<file path="config.mk">
export PLATFORM = sky130hd
export DESIGN_NAME = dma2d_addr_gen
export DESIGN_NICKNAME = d
export VERILOG_FILES = /design/src/rtl/dma2d_pkg.sv /design/src/rtl/dma2d_datapath.sv /design/src/rtl/dma2d_ctrl.sv /design/src/rtl/dma2d_addr_gen.sv
export SDC_FILE = /design/constraint.sdc
export NUM_CORES = 1
export LEC_CHECK = 0
export ABC_AREA = 1
export BUFFER_PORTS_ARGS = -buffer_cell sky130_fd_sc_hd__clkbuf_2
export CAP_MARGIN = 20
export CORE_ASPECT_RATIO = 1.75
export CORE_MARGIN = 5
export CORE_UTILIZATION = 55
export DETAILED_ROUTE_END_ITERATION = 12
export PLACE_DENSITY = 0.81
export SETUP_SLACK_MARGIN = 0.15
export SYNTH_ARGS = -nofsm -noshare
export SYNTH_HDL_FRONTEND = slang
export SYNTH_SLANG_ARGS = --single-unit
</file>
<file path="constraint.sdc">
create_clock -name clk -period 9.6 [get_ports clk]
set_clock_uncertainty 0.15 [all_clocks]
set_input_delay 0 -clock clk [delete_from_list [all_inputs] [get_ports clk]]
set_output_delay 0 -clock clk [all_outputs]
set_load 0.05 [all_outputs]
</file>
<file path="src/rtl/dma2d_pkg.sv">
package dma2d_pkg;
  // strobes from control to datapath, at most one set per cycle
  typedef struct packed {
    logic load;   // take start address and both counts
    logic stepX;  // move within a row
    logic stepY;  // move to the next row
  } agenCmd_t;
endpackage

</file>
<file path="src/rtl/dma2d_datapath.sv">
module dma2d_datapath
  import dma2d_pkg::*;
#(
  parameter int ADDR_W = 32,
  parameter int CNT_W  = 16,
  parameter int MOD_W  = 16
) (
  input  logic              clk,
  input  logic              rstN,
  input  agenCmd_t          cmd,
  input  logic [ADDR_W-1:0] startAddr,
  input  logic [CNT_W-1:0]  xCount,
  input  logic [MOD_W-1:0]  xModify,
  input  logic [CNT_W-1:0]  yCount,
  input  logic [MOD_W-1:0]  yModify,
  output logic [ADDR_W-1:0] addr,
  output logic              xLast,
  output logic              yLast
);
  localparam int EXT_W = ADDR_W - MOD_W;

  logic [CNT_W-1:0]  xLeft;
  logic [CNT_W-1:0]  yLeft;
  logic [ADDR_W-1:0] xStep;
  logic [ADDR_W-1:0] yStep;

  assign xStep = {{EXT_W{xModify[MOD_W-1]}}, xModify};
  assign yStep = {{EXT_W{yModify[MOD_W-1]}}, yModify};
  assign xLast = (xLeft == CNT_W'(1));
  assign yLast = (yLeft == CNT_W'(1));

  always_ff @(posedge clk) begin
    if (!rstN) begin
      addr  <= '0;
      xLeft <= '0;
      yLeft <= '0;
    end else if (cmd.load) begin
      addr  <= startAddr;
      xLeft <= xCount;
      yLeft <= yCount;
    end else if (cmd.stepX) begin
      addr  <= addr + xStep;
      xLeft <= xLeft - CNT_W'(1);
    end else if (cmd.stepY) begin
      addr  <= addr + yStep;
      xLeft <= xCount;
      yLeft <= yLeft - CNT_W'(1);
    end
  end
endmodule

</file>
<file path="src/rtl/dma2d_ctrl.sv">
module dma2d_ctrl
  import dma2d_pkg::*;
(
  input  logic     clk,
  input  logic     rstN,
  input  logic     enable,
  input  logic     autoMode,
  input  logic     advance,
  input  logic     doneClr,
  input  logic     xLast,
  input  logic     yLast,
  output agenCmd_t cmd,
  output logic     run,
  output logic     done
);
  logic enPrev;
  logic finish;
  logic stop;

  always_comb begin
    cmd    = '0;
    finish = 1'b0;
    stop   = 1'b0;
    if (run && advance) begin
      if (!enable) begin
        stop = 1'b1;                 // element boundary abort
      end else if (!xLast) begin
        cmd.stepX = 1'b1;
      end else if (!yLast) begin
        cmd.stepY = 1'b1;
      end else begin
        finish = 1'b1;
        if (autoMode) cmd.load = 1'b1;
        else          stop     = 1'b1;
      end
    end else if (!run && enable && !enPrev) begin
      cmd.load = 1'b1;
    end
  end

  always_ff @(posedge clk) begin
    if (!rstN) begin
      enPrev <= 1'b0;
      run    <= 1'b0;
      done   <= 1'b0;
    end else begin
      enPrev <= enable;
      if (stop)          run <= 1'b0;
      else if (cmd.load) run <= 1'b1;
      if (finish)        done <= 1'b1;
      else if (doneClr)  done <= 1'b0;
    end
  end
endmodule

</file>
<file path="src/rtl/dma2d_addr_gen.sv">
module dma2d_addr_gen
  import dma2d_pkg::*;
#(
  parameter int ADDR_W = 32,
  parameter int CNT_W  = 16,
  parameter int MOD_W  = 16
) (
  input  logic              clk,
  input  logic              rstN,
  input  logic              enable,
  input  logic              autoMode,
  input  logic [ADDR_W-1:0] startAddr,
  input  logic [CNT_W-1:0]  xCount,
  input  logic [MOD_W-1:0]  xModify,
  input  logic [CNT_W-1:0]  yCount,
  input  logic [MOD_W-1:0]  yModify,
  input  logic              advance,
  input  logic              doneClr,
  output logic [ADDR_W-1:0] addr,
  output logic              run,
  output logic              done
);
  agenCmd_t cmd;
  logic     xLast;
  logic     yLast;

  dma2d_ctrl u_ctrl (
    .clk(clk), .rstN(rstN), .enable(enable), .autoMode(autoMode),
    .advance(advance), .doneClr(doneClr), .xLast(xLast), .yLast(yLast),
    .cmd(cmd), .run(run), .done(done)
  );

  dma2d_datapath #(.ADDR_W(ADDR_W), .CNT_W(CNT_W), .MOD_W(MOD_W)) u_dp (
    .clk(clk), .rstN(rstN), .cmd(cmd), .startAddr(startAddr),
    .xCount(xCount), .xModify(xModify), .yCount(yCount), .yModify(yModify),
    .addr(addr), .xLast(xLast), .yLast(yLast)
  );
endmodule

</file>
==> summary by stage <==
Worst setup path
The required time reported for the critical path endpoint is 9.65 ns. The startpoint of the worst-slack reg-to-reg timing path is u_dp.xLeft[1]. The most critical setup path has its endpoint at u_dp.addr[28].

The endpoint type of the worst setup path is a register. The type of origin of the critical path is a register. The worst setup path is of the register to register kind.

On the worst path, the slowest cell contributes a delay of 0.52 ns. The critical path goes through inv_1, ha_1, nand2_1, nor2_1, nand3_2, nand2_4, inv_2, nand2_1, nand2_1, ha_1, inv_1, fa_1, inv_1, nand3_1, nand2_1, nand2_1, nand2_1, nand2_1, nand2_1, nand2_1, nand3_1, nand3_1, nand2_1, a21oi_1. The library cell contributing the largest single delay on the critical path is sky130_fd_sc_hd__inv_2.

Data arrives at the worst endpoint at around 3.9 ns. The number of cell instances on the worst register-to-register path is 24. By instance count, the cell type seen most on the critical path is sky130_fd_sc_hd__nand2_1. In this run the worst setup path begins at u_dp.xLeft[1]. Along the worst path, the maximum fanout reaches 36. The flop-to-flop setup slack is 5.78 ns. In this run the critical register-to-register path is captured at u_dp.addr[28].

Synthesis
Ranked by total cell area, the synthesized netlist is headed by sky130_fd_sc_hd__dfxtp_1, sky130_fd_sc_hd__nand2_1, sky130_fd_sc_hd__inv_1, sky130_fd_sc_hd__ha_1, sky130_fd_sc_hd__nand3_1. The share of synthesized area in the top cell type comes to 21.6%. The most used flip-flop cell after synthesis is sky130_fd_sc_hd__dfxtp_1. The number of nets in the synthesized netlist is 1212. Summing the sequential cell areas from Yosys gives 21.6% of the chip area. In the synthesized netlist, the number of instances is 1071. The cell taking the most area after synthesis is sky130_fd_sc_hd__dfxtp_1.

The synthesized design contains 0 enable-type register cells. After synthesis, the most frequently instantiated cells are sky130_fd_sc_hd__nand2_1, sky130_fd_sc_hd__inv_1, sky130_fd_sc_hd__nand3_1, sky130_fd_sc_hd__nor2_1, sky130_fd_sc_hd__a21oi_1. Counting flops and latches in the post-synthesis netlist gives 67.

In the post-synthesis netlist, the cell with the most instances is sky130_fd_sc_hd__nand2_1. Of all flip-flops after synthesis, the portion carrying an async set or reset was 0%. The count of synthesis-stage warnings from yosys is 0. The area of the mapped netlist is 6200 µm². The post-synthesis area per instance is 5.79 µm². In this run, distinct cell masters in the synthesized netlist total 39.

Timing
After layout, the worst path uses 39.8% of the clock period. The slack of the critical path is between 5 and 6 ns. Final hold analysis gives a worst-case slack of roughly 0.043 ns. The worst slew margin relative to its limit is 41.3%. Setup repair after global routing left no endpoint under its margin.

At the pin with the least slew margin, the transition time is 0.879 ns. The count of final hold-check violations is 0. Timing would allow up to roughly 260 MHz. Adding up every negative setup slack in the final design gives 0 ns. The time the worst path needs with I/O delays and setup is 3.82 ns. The total setup violations reported at the end of the flow is 0. The final-report max-slew violation count is 0.

Route
The first routing iteration left 361 violations. Detailed routing inserted a total of 7484 vias. The number of iterations in the first detailed-routing pass is 5. The final antenna-violating net count is 0. After detailed routing, the number of remaining DRC violations is 0. The overall routed net length is around 21000 µm. Dividing the detail-routed wire length by the instance count gives 15.0 µm. In the routed layout, each cell is associated on average with a via count of 5.38.

Layout
The repair_antennas step left the layout with diodes totalling 0. The filler cells instantiated in the layout total 990. The post-route netlist has 13.3% of its cells at a drive strength greater than 1. Across the whole layout, storage elements account for 1340 µm². The area added between synthesis and finish is 27.6%. The final cell count without fillers is ~1400. The area of combinational cells with multiple inputs is 4050 µm². The final net count is 1395.

Placed design
The final HPWL from detailed placement is 15000 µm. The minimum setup slack after placement is 5.85 ns. Buffers placed on the I/O ports in this run total roughly 140. The number of placed instances, taps included, is between 1000 and 1500. The final RePlAce weighted congestion is 1.00.

Floorplanning
The floorplan has 51 rows. The die span in x is 90.3 µm. The die is 150 µm tall.

The core region is 11100 µm². The die covers 13600 µm². In this run the count of I/O pins placed on the die edge is 136.

The initial utilization of the core area, before any placement, comes to 55.8%.

Pwr
The maximum VDD drop is ~130 µV. The power density relative to cell area is 171 nW/µm². In this run the static leakage power is approximately 4.5 nW.

GRT
Entering global routing, the biggest net connects 58 pins. Across every metal layer, demand over resource in global routing totals 30.5%. The via count of the first global-routing pass is 7487. The number of antenna violations at the first check in global routing is 0. Global routing finished with a remaining overflow of 0. The first global-routing pass estimated roughly 34000 µm of wire.

Status
The flow ran to the end, and the final reports show no timing, DRC or antenna violations.

Hold path
The tightest min-delay check is of the input pin to register type.

Clock network
The H-tree generated during clock tree synthesis spans 3 levels. The clock passes through at most 2 buffers. Counting every sink on the clock net gives 67. The cell sitting at the root of the clock tree is a sky130_fd_sc_hd__clkbuf_16.

The clock-pin transition on the worst setup and hold timing paths is 0.06 ns. The total CTS buffers is 9. The count of cells resized by post-cts repair is 0. TritonCTS built the clock tree.

The later-pin clock latency in the skew report is around 0.34 ns.

Flow run
The max-cap check violation count is 0.
[cells in the final DEF, fill, tap and decap left out, types with 3 or more instances in the layout]
master / instances
sky130_fd_sc_hd__o21bai_1: 17
sky130_fd_sc_hd__buf_4: 3
sky130_fd_sc_hd__inv_1: 170
sky130_fd_sc_hd__inv_2: 3
sky130_fd_sc_hd__a21oi_1: 72
sky130_fd_sc_hd__ha_1: 38
sky130_fd_sc_hd__xor2_1: 22
sky130_fd_sc_hd__or2_0: 3
sky130_fd_sc_hd__nor2_1: 80
sky130_fd_sc_hd__or2_1: 4
sky130_fd_sc_hd__nand4_1: 8
sky130_fd_sc_hd__dlygate4sd3_1: 68
sky130_fd_sc_hd__a31oi_1: 7
sky130_fd_sc_hd__xnor2_1: 15
sky130_fd_sc_hd__o21ai_0: 58
sky130_fd_sc_hd__a21o_1: 3
sky130_fd_sc_hd__o211ai_1: 9
sky130_fd_sc_hd__nand2_1: 349
sky130_fd_sc_hd__nor3_1: 9
sky130_fd_sc_hd__clkbuf_16: 9
sky130_fd_sc_hd__or2_2: 4
sky130_fd_sc_hd__nand3_1: 80
sky130_fd_sc_hd__dfxtp_1: 67
sky130_fd_sc_hd__clkbuf_2: 135
sky130_fd_sc_hd__nor4_1: 4
[area by class of cell]
type	count	share of cell area, %
Inverter	173	8.21
Tap cell	132	2.09
Clock inverter	7	1.28
Timing Repair Buffer	206	17.4
Clock buffer	9	2.85
Multi-Input combinational cell	797	51.2
Sequential cell	67	17.0
[worst max-delay path, delay by kind of cell, from the launching register on]
kind | cells | cell delay, ns
and+or+nand+nor | 16 | 1.66
adders and majority gates | 3 | 0.73
buffers and inverters | 4 | 0.71
DFF | 1 | 0.35
AOI/OAI and AO/OA | 1 | 0.06
[cell families after synthesis]
family | Yosys count | share of synthesized area, %
adder cells (fa/ha/maj) | 39 | 7.99
XOR/XNOR | 37 | 5.23
buffers and inverters | 207 | 13.1
AND/OR/NAND/NOR | 550 | 36.6
flip-flops | 67 | 21.6
AO/OA/AOI/OAI | 171 | 15.4
[flip-flops by register name, summed over array words and instances, names as in the netlist]
name	flops
u_dp.yLeft	16
u_ctrl.done	1
u_ctrl.run	1
u_dp.addr	32
u_ctrl.enPrev	1
u_dp.xLeft	16
[report_power, final]
part | total, mW | internal [mW] | switching [mW] | leakage [nW]
registers | 0.354 | 0.315 | 0.0390 | 0.553
clock network | 0.374 | 0.229 | 0.145 | 0.152
logic | 0.624 | 0.217 | 0.407 | 3.82
total | 1.35 | 0.762 | 0.590 | 4.52
[repair_timing]
item / CTS / global route
hold buffers: 68 / 0
endpoints found under the setup margin: 0 / 0
buffers inserted: 0 / 0
hold endpoints to repair: 67 / 0
[worst min-delay path by stage]
| stage | startpoint | to | cells after the start |
|---|---|---|---|
| 5_1_grt | xModify[0] | u_dp.addr[0] | 8 |
| 4_1_cts | xModify[0] | u_dp.addr[0] | 8 |
| 2_1_floorplan | enable | u_ctrl.enPrev | 2 |
| 3_3_place_gp | doneClr | u_ctrl.done | 4 |
| 6_report | xModify[0] | u_dp.addr[0] | 8 |
| 3_5_place_dp | doneClr | u_ctrl.done | 4 |
[per-stage QoR]
| stage | utilization, % | instance area (µm²) | power, mW |
|---|---|---|---|
| after floorplan | - | 6200 | 0.801 |
| after CTS | 71.2 | 7910 | 1.35 |
| after global routing | 71.2 | 7910 | 1.44 |
| final | 71.2 | 7910 | 1.35 |
| after detailed placement | 62.2 | 6900 | 0.949 |
| after global placement | 62.2 | 6900 | 0.943 |
[per-layer routing]
layer | track usage, % | part of all wire, % | vias to the layer above
met5 | 0 | 0 | -
met4 | 20.6 | 6.5 | 0
met3 | 4.50 | 5.0 | 98
met2 | 57.9 | 53 | 297
met1 | 29.9 | 36 | 3343
li1 | - | - | 3746
(Power assumes the default switching activity.)
